$ cat config.mk
export PLATFORM = sky130hd
export DESIGN_NAME = bus_strobe_gen
export DESIGN_NICKNAME = d
export VERILOG_FILES = /design/src/rtl/bstrb_pkg.sv /design/src/rtl/bstrb_phase.sv /design/src/rtl/bstrb_mode.sv /design/src/rtl/bstrb_shape.sv /design/src/rtl/bus_strobe_gen.sv
export SDC_FILE = /design/constraint.sdc
export NUM_CORES = 1
export LEC_CHECK = 0
export BUFFER_PORTS_ARGS = -buffer_cell sky130_fd_sc_hd__buf_4
export CAP_MARGIN = 30
export CELL_PAD_IN_SITES_DETAIL_PLACEMENT = 0
export CELL_PAD_IN_SITES_GLOBAL_PLACEMENT = 1
export CORE_AREA = 2 2 39 41
export CTS_CLUSTER_SIZE = 16
export DETAILED_ROUTE_END_ITERATION = 8
export DIE_AREA = 0 0 41 43
export PLACE_DENSITY = 0.74
export SYNTH_ARGS = -nofsm -noshare
export SYNTH_HDL_FRONTEND = slang
export SYNTH_SLANG_ARGS = --single-unit
$ cat constraint.sdc
create_clock -name clk -period 2.2 [get_ports clk]
set_clock_uncertainty 0.15 [all_clocks]
set_input_delay 0.44 -clock clk [delete_from_list [all_inputs] [get_ports clk]]
set_output_delay 0.44 -clock clk [all_outputs]
set_load 0.05 [all_outputs]
$ cat src/rtl/bstrb_pkg.sv
package bstrb_pkg;

    typedef int unsigned uint_t;

    // Mode captured at the start of each machine cycle
    typedef struct packed {
        logic data_cyc;   // cycle carries an external data transfer
        logic ext_exec;   // code runs from external program memory
        logic ale_grant;  // instruction needs ALE even when it is switched off
        logic ale_off;    // ALE switched off by control bit
    } cyc_mode_t;

    typedef enum logic [0:0] {
        ALE_PULSE = 1'b0,
        ALE_PARK  = 1'b1
    } ale_sel_e;

    // True when ph lies in [first, first+len)
    function automatic logic in_win(uint_t ph, uint_t first, uint_t len);
        return (ph >= first) && (ph < first + len);
    endfunction

    function automatic ale_sel_e pick_ale(cyc_mode_t m);
        if (m.ale_off && !m.ext_exec && !m.ale_grant)
            return ALE_PARK;
        return ALE_PULSE;
    endfunction

endpackage

$ cat src/rtl/bstrb_phase.sv
module bstrb_phase #(
    parameter int CYCLE_LEN = 12,
    localparam int PW = $clog2(CYCLE_LEN)
) (
    input  logic          clk,
    input  logic          rst,
    output logic [PW-1:0] phase,
    output logic          wrap
);
    localparam logic [PW-1:0] LAST = PW'(CYCLE_LEN - 1);

    logic [PW-1:0] ph_q;

    always_ff @(posedge clk) begin
        if (rst)
            ph_q <= LAST;
        else if (ph_q == LAST)
            ph_q <= '0;
        else
            ph_q <= ph_q + 1'b1;
    end

    assign phase = ph_q;
    assign wrap  = (ph_q == LAST);

endmodule

$ cat src/rtl/bstrb_mode.sv
module bstrb_mode
    import bstrb_pkg::*;
(
    input  logic      clk,
    input  logic      rst,
    input  logic      wrap,
    input  logic      ext_data_cyc,
    input  logic      ext_exec,
    input  logic      xfer_insn,
    input  logic      ale_off,
    output cyc_mode_t mode
);
    cyc_mode_t mode_q;

    always_ff @(posedge clk) begin
        if (rst)
            mode_q <= '0;
        else if (wrap)
            mode_q <= '{data_cyc: ext_data_cyc, ext_exec: ext_exec,
                        ale_grant: xfer_insn, ale_off: ale_off};
    end

    assign mode = mode_q;

endmodule

$ cat src/rtl/bstrb_shape.sv
module bstrb_shape
    import bstrb_pkg::*;
#(
    parameter int CYCLE_LEN = 12,
    parameter int ALE_HIGH  = 2,
    parameter int RD_GAP    = 1,
    parameter int RD_LOW    = 3,
    localparam int PW       = $clog2(CYCLE_LEN),
    localparam int HALF     = CYCLE_LEN / 2,
    localparam int RD_FIRST = ALE_HIGH + RD_GAP
) (
    input  logic          rst,
    input  logic [PW-1:0] phase,
    input  cyc_mode_t     mode,
    output logic          cyc_start,
    output logic          half_start,
    output logic          ale,
    output logic          psen_n
);
    logic [1:0] ale_win;
    logic [1:0] ale_keep;
    logic [1:0] rd_win;
    ale_sel_e   sel;

    for (genvar h = 0; h < 2; h++) begin : g_half
        assign ale_win[h] = in_win(uint_t'(phase), uint_t'(h * HALF), uint_t'(ALE_HIGH));
        assign rd_win[h]  = in_win(uint_t'(phase), uint_t'(h * HALF + RD_FIRST), uint_t'(RD_LOW));
        if (h == 0) begin : g_first
            assign ale_keep[h] = !mode.data_cyc;
        end else begin : g_second
            assign ale_keep[h] = 1'b1;
        end
    end

    always_comb begin
        sel = pick_ale(mode);
        if (rst)
            ale = 1'b0;
        else if (sel == ALE_PARK)
            ale = 1'b1;
        else
            ale = |(ale_win & ale_keep);
    end

    always_comb begin
        psen_n = 1'b1;
        if (!rst && mode.ext_exec && !mode.data_cyc)
            psen_n = !(|rd_win);
    end

    assign cyc_start  = (phase == '0);
    assign half_start = (phase == PW'(HALF));

endmodule

$ cat src/rtl/bus_strobe_gen.sv
module bus_strobe_gen
    import bstrb_pkg::*;
#(
    parameter int CYCLE_LEN = 12,
    parameter int ALE_HIGH  = 2,
    parameter int RD_GAP    = 1,
    parameter int RD_LOW    = 3,
    localparam int PW       = $clog2(CYCLE_LEN)
) (
    input  logic          clk,
    input  logic          rst,
    input  logic          ext_data_cyc,
    input  logic          ext_exec,
    input  logic          xfer_insn,
    input  logic          ale_off,
    output logic [PW-1:0] phase,
    output logic          cyc_start,
    output logic          half_start,
    output logic          ale,
    output logic          psen_n
);
    logic          wrap;
    logic [PW-1:0] ph;
    cyc_mode_t     mode_q;

    bstrb_phase #(.CYCLE_LEN(CYCLE_LEN)) i_phase (
        .clk  (clk),
        .rst  (rst),
        .phase(ph),
        .wrap (wrap)
    );

    bstrb_mode i_mode (
        .clk         (clk),
        .rst         (rst),
        .wrap        (wrap),
        .ext_data_cyc(ext_data_cyc),
        .ext_exec    (ext_exec),
        .xfer_insn   (xfer_insn),
        .ale_off     (ale_off),
        .mode        (mode_q)
    );

    bstrb_shape #(
        .CYCLE_LEN(CYCLE_LEN),
        .ALE_HIGH (ALE_HIGH),
        .RD_GAP   (RD_GAP),
        .RD_LOW   (RD_LOW)
    ) i_shape (
        .rst       (rst),
        .phase     (ph),
        .mode      (mode_q),
        .cyc_start (cyc_start),
        .half_start(half_start),
        .ale       (ale),
        .psen_n    (psen_n)
    );

    assign phase = ph;

endmodule

Word-level counts from Yosys, hierarchy flattened
Index checks and enable logic that the tools add are counted.

Flip-flop bits (word level): 8. Latch bits: 0. Memory bits (writable): 0. ROM bits: 0. Output and inout bits: 8. Memories: 0.

$add $sub $neg: 1. $mul: 0. Divide/modulo/power cells: 0. $lt $le $gt $ge: 7. Equal/unequal tests: 2. Shifts and indexed selects: 0. Muxes and demuxes: 7. Bitwise gates (word level): 1. Reductions and logical operators: 16.

Operators by type and width (number): 4-bit less-than comparator, second input constant (2); 1-bit logical AND (7); 1-bit 2-to-1 mux (6); 2-bit OR reduction (3); 1-bit logical NOT (5); 4-bit by 1-bit adder with 4-bit output, second input constant (1); 4-bit by 3-bit equality test with 1-bit output, second input constant (1); 4-bit equality test, second input constant (1); 4-bit by 2-bit >= comparator with 1-bit output, second input constant (1); 4-bit by 3-bit >= comparator with 1-bit output, second input constant (1); 4-bit >= comparator, second input constant (1); 4-bit logical NOT (1); 4-bit by 2-bit less-than comparator with 1-bit output, second input constant (1); 4-bit by 3-bit less-than comparator with 1-bit output, second input constant (1); 4-bit 2-to-1 mux (1); 2-bit bitwise AND (1).

Depth between registers and ports, before layout
Gate-level depths: netlist of run 1.

Depth after elaboration: 7. Mapped depth: 5. Gate-level depth less buffers: 5.

Cells and area by module
From an unflattened synthesis of run 1, not the netlist that was laid out.

Cell total of the unflattened synthesis: 40. Area, all modules: 389.1 um^2.

By module, submodules not included: bstrb_phase (times used 1, cells an instance 16, area each 176.4 um^2, seq. area each 80.1 um^2); bstrb_mode (times used 1, cells an instance 13, area each 140.1 um^2, seq. area each 80.1 um^2); bstrb_shape (times used 1, cells an instance 11, area each 72.6 um^2, seq. area each 0.0 um^2).

Worst setup path after synthesis of run 1
No wires, ideal clock.

Path kind: flip-flop to output port. Start point: reg i_phase.ph_q[2], in the netlist i_phase.phase[2]. End point: out ale. Arrival time: 2.101 ns. Path slack: -0.491 ns. Stages on the path, launching flop included: 5. Cell sequence: dfxtp_1 > buf_6 > nor3_1 > a21oi_1 > o31ai_1.

Word-level cells in the longest chain between the ends: 6.

RTL lines: start: declaration (RTL line bstrb_phase.sv:12) `logic [PW-1:0] ph_q;`; start signal: assignment (RTL line bstrb_phase.sv:20) `ph_q <= ph_q + 1'b1;`; 4-bit by 3-bit >= comparator with 1-bit output / 4-bit less-than comparator (equally long branches) (RTL line bstrb_pkg.sv:20) `return (ph >= first) && (ph < first + len);`; 1-bit logical AND (RTL line bstrb_pkg.sv:20); 2-bit bitwise AND (*) (RTL line bstrb_shape.sv:42) `ale = |(ale_win & ale_keep);`; 2-bit OR reduction (*) (RTL line bstrb_shape.sv:42); 1-bit 2-to-1 mux (*) (RTL line bstrb_shape.sv:39) `else if (sel == ALE_PARK)`; 1-bit 2-to-1 mux (*) (RTL line bstrb_shape.sv:37) `if (rst)`; end: declaration (RTL line bus_strobe_gen.sv:19) `output logic ale,`.

Mark *: on every way between the ends. The rest lies on a longest branch, timed or not.

Worst setup path after layout of run 1
Start point: reg i_phase.ph_q[1], in the netlist i_phase.phase[1]. End point: out psen_n.

Word-level cells in the longest chain between the ends: 5.

RTL lines: 4-bit by 2-bit >= comparator with 1-bit output, or another cell as far along (RTL line bstrb_pkg.sv:20); 1-bit logical AND (RTL line bstrb_pkg.sv:20); 2-bit OR reduction (*) (RTL line bstrb_shape.sv:48) `psen_n = !(|rd_win);`; 1-bit logical NOT (*) (RTL line bstrb_shape.sv:48); 1-bit 2-to-1 mux (*) (RTL line bstrb_shape.sv:47) `if (!rst && mode.ext_exec && !mode.data_cyc)`; end: declaration (RTL line bus_strobe_gen.sv:20) `output logic psen_n`.

Marks and branches as above.

==> summary.txt, run 1 <==
status: finished, final reports clean
Reg clk slew, reported paths: 0.05 ns
CTS buffer count: 3
Global Route Usage Sum: 11.5%
Die X-Extent: 41 um
post-synth net total: 57
Worst Setup SP: i_phase.phase[1]
ranking of synthesized cells by area: dfxtp_1, mux2i_1, ha_1
critical path data required time: 1.61 ns
min cycle time layout: 2.04 ns
reg2reg start: i_phase.phase[2]
CP max-delay cell: dfxtp_2
Setup CP Type: flop to output port
Worst Path Max Fanout: 8
Post-Route Setup TNS: 0 ns
unrepaired setup endpoints after global routing: false
post-synth top area cell: dfxtp_1
First DRT Iteration DRCs: 2
FP Rows: 14
Mapped Area: 432 um^2
crit path capture: psen_n
overall power: 0.509 mW
Worst Hold Class: input port to flop
Reg-to-Reg End: i_mode.mode[1]
period utilization: 92.9%
final worst slack: 0.157 ns
Max IR drop VDD: 0.000368 V
EDFF count, synth: 0
Ports: 14
worst reg-to-reg setup slack: 0.84 ns
Routed Antenna Nets: 0
count leader, synth: dfxtp_1
DP Wirelength: 679 um
Core Region: 0.00138 mm^2
sequential-to-total area share from yosys stat: 37.1%
GPL Wtd Cong: 0.639
pre-CTS WS: 0.227 ns
Initial Util: 31.2%
via count: 371
Setup crit end kind: output port
path depth of the worst reg2reg path: 3
CTS tree: built
PwrDens: 874 mW/mm^2
Synth Register Bits: 8
Die Area: 0.00176 mm^2
WL/cell: 10.9 um
LEAKAGE: 0.279 nW
vias in the first global route: 321
first-pass GRT wire length: 1350 um
Diodes inserted: 0
slew margin rel.: 73.4%
CP Cell Sequence: ha_2 > nor2_1 > a31oi_1 > o2111ai_2 > buf_4
Die Ht: 43 um
worst slew pin tran: 0.399 ns
Ys Warns: 0
share of layout cells above drive strength 1: 41.9%
largest net degree at the start of global routing: 13
Remaining DRCs: 0
final hold vios: 0
drt pass-1 iters: 4
dominant synthesized flop cell: dfxtp_1
startpoint class of the critical path: flop
Max clock buf depth: 2
area delta synth->final: 35.1%
Max Slew Vio Count: 0
post-synth cell types: 22
vias per cell: 4.76
Post-synth top cells: dfxtp_1, nor2_1, inv_1, mux2i_1
htree depth: 1
initial antenna violation count: 0
Skew-Pair Late Insertion Delay: 0.24 ns
Num Clock Sinks: 8
root buffer cell: clkbuf_4
endpoints failing setup: 0
asr flop ratio synth: 0%
fill cell count: 145
Worst EP arrival: 1.45 ns
Nets: 73
I/O Buffers: 13
synthesized area per cell: 8.99 um^2
setup bufs post-CTS: 0
maximum clock rate: 0.489 GHz
Max Cap Viol: 0
Remaining Overflow, GRT: 0
Synth top area share: 37.1%
max incr delay on CP: 0.40 ns
WL final: 852 um
post-synthesis instance total: 48
Hold WS: 0.275 ns
-- power breakdown --
part	switching (mW)	internal (mW)
Sequential	0.0302	0.168
Clock	0.0442	0.0620
Combinational	0.123	0.0820
-- repair_timing --
item | CTS | global route
hold buffers | 0 | 0
gates resized for setup | 0 | 2
endpoints found under the setup margin | 0 | 1
-- cells in the final DEF, fill, tap and decap left out, types with 2 or more instances in the layout --
cell       n
buf_4     14
nor2_1     7
dfxtp_1    6
inv_1      4
mux2i_1    4
clkbuf_4   3
nand2_1    2
a21oi_1    2
nor3b_1    2
ha_1       2
dfxtp_2    2
-- sequential cells by signal, indices dropped and copies added, names as in the netlist --
signal and cells:
i_mode.mode 4, i_phase.phase 4
-- kinds of logic (layout without fill, tap and decap cells) --
group / Yosys count / count (layout) / synth area share [%]
AO/OA/AOI/OAI: 8 / 8 / 12.5
XOR/XNOR: 1 / 1 / 2.03
adder cells (fa/ha/maj): 3 / 3 / 8.70
buffers and inverters: 7 / 21 / 8.69
flip-flops: 8 / 8 / 37.1
multiplexers: 4 / 4 / 9.28
AND/OR/NAND/NOR: 17 / 17 / 21.7
-- per-layer routing --
layer / wire length [um] / GRT usage, % / up-vias
li1: - / - / 195
met1: 388 / 14.1 / 167
met2: 414 / 17.5 / 9
met3: 50 / 3.14 / 0
met4: 0 / 6.00 / 0
met5: 0 / 0 / -
-- cell type report --
type                       instances  area [um^2]  area share [%]
inverter                           4         15.0            2.58
multi-input combinational         33          258            44.2
tap                               16         20.0            3.43
clock buffer                       3         22.5            3.86
timing repair buffer              14          105            18.0
sequential                         8          163            27.9
-- per-stage QoR --
stage / std cells / cell area (um^2) / utilization (%)
floorplan: 48 / 454 / -
global placement: 75 / 557 / 40.2
detailed placement: 75 / 557 / 40.2
CTS: 78 / 579 / 41.9
global route: 78 / 583 / 42.1
finish: 78 / 583 / 42.1
-- worst max-delay path: cells and delay by family, from the launching register on --
| family | cells | cell delay [ns] |
|---|---|---|
| compound gates | 2 | 0.30 |
| fa+ha+maj | 1 | 0.25 |
| buf+inv | 1 | 0.22 |
| flops | 1 | 0.40 |
| simple gates | 1 | 0.05 |
-- worst min-delay path by stage --
stage / startpoint / to / cells after the start
2_1_floorplan: i_mode.mode[0] / i_mode.mode[0] / 2
3_3_place_gp: i_mode.mode[0] / i_mode.mode[0] / 2
3_5_place_dp: i_mode.mode[0] / i_mode.mode[0] / 2
4_1_cts: ale_off / i_mode.mode[0] / 3
5_1_grt: ext_data_cyc / i_mode.mode[3] / 3
6_report: ale_off / i_mode.mode[0] / 3
Note: power is estimated with default switching activity, not from simulation.
==> run 2: changes to the inputs <==
- ABC_AREA: unset -> 1
- PLACE_DENSITY: 0.74 -> 0.77
==> run 2 against run 1 <==
Compared with the run above:
- via count rose by 18%
- sequential share of layout area barely moved
- register-to-register slack got worse by 0.02 ns
- sequential power rose by 3%
- synthesized cell count rose by 29%
- utilization fell by 0.36 points
- critical path depth rose by 2
- maximum frequency fell by 0.57%
- non-clock buffer count did not move
- die area did not move
- first-iteration DRC count rose to 3.0 times the previous value
- clock power rose by 8%
==> summary.txt, run 2 <==
status: finished, final reports clean
Synth Area in Simple Gates: 37.0% (+15 points)
Die Ht: 43 um (unchanged)
share of layout cells above drive strength 1: 30.4% (-12 points)
worst slew pin tran: 0.318 ns (-0.0809 ns)
final hold vios: 0 (unchanged)
Max Slew Vio Count: 0 (unchanged)
Synth Area in Compound Gates: 8.80% (-3.7 points)
Core Region: 0.00138 mm^2 (unchanged)
EDFF count, synth: 0 (unchanged)
LEAKAGE: 0.292 nW (+4.4%)
Mapped Area: 427 um^2 (-1.2%)
post-synthesis instance total: 62 (+29%)
CP Cell Sequence: ha_1 > inv_1 > nand2_1 > nand3_1 > nand2_1 > nand2_1 > buf_4
commonest non-fill, non-tap cell in the layout: nand2_1
DP Wirelength: 744 um (+9.7%)
vias in the first global route: 394 (+23%)
First DRT Iteration DRCs: 6 (+4)
Routed Antenna Nets: 0 (unchanged)
endpoints failing setup: 0 (unchanged)
post-synth cell types: 13 (-41%)
final worst slack: 0.145 ns (-0.0117 ns)
CTS tree: built
PwrDens: 945 mW/mm^2 (+8.2%)
XOR/XNOR Fraction of Synth Area: 0% (-2.0 points)
CTS buffer count: 3 (unchanged)
Max Cap Viol: 0 (unchanged)
drt pass-1 iters: 4 (unchanged)
largest family of logic cells by synthesized area: simple AND/OR/NAND/NOR gates
unrepaired setup endpoints after global routing: false
worst reg-to-reg setup slack: 0.82 ns (-0.02 ns)
post-synth top area cell: dfxtp_1
Diodes inserted: 0 (unchanged)
root buffer cell: clkbuf_4
Hold WS: 0.252 ns (-0.0236 ns)
period utilization: 93.4% (+0.53 points)
Worst Path Max Fanout: 6 (-2)
Max IR drop VDD: 0.000375 V (+1.9%)
critical path data required time: 1.61 ns (about the same)
Crit path top cell by count: nand2_1
initial antenna violation count: 0 (unchanged)
Ports: 14 (unchanged)
Reg area: 161 um^2 (-0.77%)
post-synthesis mux area share: 0% (-9.3 points)
post-synth net total: 71 (+25%)
CP max-delay cell: dfxtp_1
fill cell count: 147 (+1.4%)
global routing usage on met2: 17.8% (+0.31 points)
Nets: 90 (+23%)
Synth top area share: 37.5% (+0.44 points)
hold bufs inserted after CTS: 0 (unchanged)
Remaining DRCs: 0 (unchanged)
Buf+Inv Stages, Crit Path: 2 (+1)
sequential-to-total area share from yosys stat: 37.5% (+0.44 points)
Ys Warns: 0 (unchanged)
post-synthesis adder-cell area fraction: 8.80% (+0.10 points)
ranking of synthesized cells by area: dfxtp_1, nand2_1, nand3_1
maximum clock rate: 0.487 GHz (-0.57%)
max incr delay on CP: 0.47 ns (+0.07 ns)
Max clock buf depth: 2 (unchanged)
Skew-Pair Late Insertion Delay: 0.25 ns (about the same)
largest net degree at the start of global routing: 9 (-4)
htree depth: 1 (unchanged)
multi-input logic area: 235 um^2 (-8.7%)
CP top delay family: flip-flops
WL/cell: 10.4 um (-5.0%)
Worst Hold Class: input port to flop
pre-CTS WS: 0.431 ns (+0.205 ns)
Finished Cell Area: 578 um^2 (-0.86%)
min cycle time layout: 2.06 ns (+0.0117 ns)
Setup crit end kind: output port
Reg clk slew, reported paths: 0.06 ns (about the same)
vias per cell: 4.61 (-3.1%)
count leader, synth: nand2_1
dominant synthesized flop cell: dfxtp_1
Initial Util: 30.8% (-0.36 points)
most frequent cells in the layout: nand2_1, buf_4, nand3_1
WL final: 986 um (+16%)
Remaining Overflow, GRT: 0 (unchanged)
met3 Use GR: 1.57% (-1.6 points)
area delta synth->final: 35.5%
asr flop ratio synth: 0% (unchanged)
Setup CP Type: flop to output port
post-layout util: 41.8% (-0.36 points)
Die X-Extent: 41 um (unchanged)
FP Rows: 14 (unchanged)
GRT busiest layer: met1
CTS resizes: 0 (unchanged)
GPL Wtd Cong: 0.768 (+20%)
slew margin rel.: 78.8% (+5.4 points)
Die Area: 0.00176 mm^2 (unchanged)
Num Clock Sinks: 8 (unchanged)
Synth Register Bits: 8 (unchanged)
synthesized area per cell: 6.88 um^2 (-23%)
Worst EP arrival: 1.47 ns (+0.02 ns)
I/O Buffers: 13 (unchanged)
Global Route Usage Sum: 13.5% (+2.0 points)
setup bufs post-CTS: 0 (unchanged)
startpoint class of the critical path: flop
dpl cell area: 556 um^2 (-0.22%)
Post-synth top cells: nand2_1, dfxtp_1, nand3_1, nor2_1, inv_1
via count: 438 (+18%)
Post-Route Setup TNS: 0 ns (unchanged)
first-pass GRT wire length: 1580 um (+17%)
met1 usage: 19.0% (+4.9 points)
-- run 2: per-stage QoR --
step,power [mW],std cells
global route,0.583,95
finish,0.546,95
global placement,0.438,92
CTS,0.556,95
detailed placement,0.438,92
floorplan,0.366,62
-- run 2: report_power, final --
part / switching [mW] / internal, mW
sequential: 0.0344 / 0.170
combinational: 0.150 / 0.0786
clock: 0.0511 / 0.0625
-- run 2: logic make-up (layout without fill, tap and decap cells) --
group                      after synthesis  in the layout
AOI/OAI and AO/OA                        7              7
adders and majority gates                3              3
buffers and inverters                    9             26
DFF                                      8              8
and+or+nand+nor                         35             35
-- run 2: per-layer routing --
layer | share of wire (%) | vias to the layer above
met3 | 2.3 | 2
met5 | 0 | -
met4 | 1.4 | 0
li1 | - | 236
met2 | 47 | 8
met1 | 49 | 192
-- run 2: layout make-up --
type                       count  area share [%]
inverter                       9            5.84
timing repair buffer          14            18.2
sequential                     8            27.9
tap                           16            3.46
clock buffer                   3            3.90
multi-input combinational     45            40.7
-- run 2: path summary, 6_finish.rpt --
kind | endpoint | depth (start not counted) | startpoint
max | psen_n | 7 | i_phase.phase[0]
min | i_mode.mode[2] | 2 | rst
max reg2reg | i_phase.phase[1] | 3 | i_phase.phase[0]
min reg2reg | i_mode.mode[0] | 2 | i_mode.mode[0]
==> run 3: changes to the inputs <==
- CORE_AREA: 2 2 39 41 -> unset
- CORE_MARGIN: unset -> 2
- CORE_UTILIZATION: unset -> 31
- DIE_AREA: 0 0 41 43 -> unset
- PLACE_DENSITY: 0.77 -> 0.75
- clock period: 2.2 -> 1.9 ns (I/O delays scaled with it)
==> run 3 against run 2 <==
Compared with the run above:
- sequential share of layout area down 0.43 points
- sequential power up 15%
- worst setup slack worse by 0.060 ns
==> summary.txt, run 3 (same netlist as run 2, synthesis figures left out) <==
drt pass-1 iters: 4 (unchanged)
vias in the first global route: 359 (-8.9%)
period utilization: 95.5%
Post-Route Setup TNS: 0 ns (unchanged)
largest net degree at the start of global routing: 9 (unchanged)
Skew-Pair Late Insertion Delay: 0.25 ns (about the same)
DRT met1 WL: 486 um (+0.41%)
Core Region: 0.00130 mm^2 (-6.0%)
cell count after placement: 92 (unchanged)
min cycle time layout: 1.82 ns
wire length on met2: 487 um (+5.2%)
Hold WS: 0.200 ns (-0.0513 ns)
Worst Hold Class: input port to flop
Remaining DRCs: 0 (unchanged)
Max IR drop VDD: 0.000557 V (+49%)
slew margin rel.: 88.1% (+9.3 points)
worst slew pin tran: 0.178 ns (-0.140 ns)
Global Route Usage Sum: 14.8% (+1.3 points)
maximum clock rate: 0.551 GHz
Worst Path Max Fanout: 6 (unchanged)
I/O Buffers: 13 (unchanged)
Max Slew Vio Count: 0 (unchanged)
Max clock buf depth: 2 (unchanged)
Worst EP arrival: 1.29 ns (-0.18 ns)
Initial Util: 32.8% (+2.0 points)
CTS buffer count: 3 (unchanged)
via count: 432 (-1.4%)
highest metal used: met4
Ports: 14 (unchanged)
final hold vios: 0 (unchanged)
WL final: 1030 um (+4.6%)
overall power: 0.655 mW (+20%)
post-layout util: 47.2% (+5.4 points)
Die Ht: 41.1 um (-4.4%)
LEAKAGE: 0.300 nW (+2.7%)
Num Clock Sinks: 8 (unchanged)
Die Area: 0.00169 mm^2 (-4.2%)
status: finished, final reports clean
hold bufs inserted after CTS: 0 (unchanged)
wire length on met3: 40 um (+74%)
endpoints failing setup: 0 (unchanged)
Finished Cell Area: 614 um^2 (+6.3%)
PwrDens: 1070 mW/mm^2 (+13%)
CTS tree: built
Nets: 92 (+2.2%)
vias per cell: 4.50 (-2.4%)
WL/cell: 10.7 um (+3.5%)
htree depth: 1 (unchanged)
Setup crit end kind: output port
startpoint class of the critical path: flop
pre-CTS WS: 0.266 ns (-0.165 ns)
area delta synth->final: 44.0%
first-pass GRT wire length: 1570 um (-0.89%)
Setup CP Type: flop to output port
final worst slack: 0.0850 ns (-0.0600 ns)
Routed Antenna Nets: 0 (unchanged)
Reg clk slew, reported paths: 0.06 ns (about the same)
DP Wirelength: 783 um (+5.2%)
Diodes inserted: 0 (unchanged)
initial antenna violation count: 0 (unchanged)
root buffer cell: clkbuf_4
Remaining Overflow, GRT: 0 (unchanged)
Max Cap Viol: 0 (unchanged)
share of layout cells above drive strength 1: 43.2% (+13 points)
First DRT Iteration DRCs: 9 (+3)
fin cells: 96 (+1.1%)
dpl cell area: 569 um^2 (+2.5%)
FP Rows: 13 (-1)
most frequent cells in the layout: nand2_1, buf_4, nand3_1, inv_2, nor2_1
critical path data required time: 1.37 ns (-0.24 ns)
GPL Wtd Cong: 0.799 (+4.0%)
Die X-Extent: 41.1 um (+0.24%)
==> run 3: path summary, 6_finish.rpt <==
check | start | endpoint | slack (ns) | depth (start not counted)
max | i_phase.phase[0] | psen_n | 0.08 | 7
min | rst | i_mode.mode[0] | 0.20 | 2
max reg2reg | i_phase.phase[0] | i_mode.mode[3] | 0.61 | 5
min reg2reg | i_mode.mode[0] | i_mode.mode[0] | 0.31 | 2
==> run 3: cell type report <==
cell class,count,area (um^2)
Clock buffer,3,22.5
Fill cell,137,687
Inverter,9,33.8
Multi-Input combinational cell,45,243
Sequential cell,8,169
Tap cell,15,18.8
Timing Repair Buffer,16,128
==> run 3: worst max-delay path, cell delays in order, from the launching register on <==
cell     delay [ns]
dfxtp_4        0.37
ha_1           0.22
inv_2          0.06
nand2_1        0.06
nand3_1        0.06
nand2_1        0.06
nand2_2        0.07
buf_8          0.14
==> run 3: repair_timing <==
item | in CTS | in global routing
hold endpoints to repair | 0 | 0
gates resized for setup | 1 | 8
setup endpoints to repair | 1 | 1
pin swaps | 0 | 2
setup buffers | 0 | 1
==> run 3: routing by layer <==
layer,vias up,GRT usage (%)
met5,-,0
met4,0,9.68
met3,2,3.26
met2,8,21.1
met1,185,19.6
li1,237,-
==> run 3: report_power, final <==
part           internal [mW]  leakage, nW  total [mW]  switching, mW
sequential             0.199       0.0669       0.234         0.0349
clock                 0.0721       0.0138       0.128         0.0555
combinational          0.105        0.219       0.293          0.188
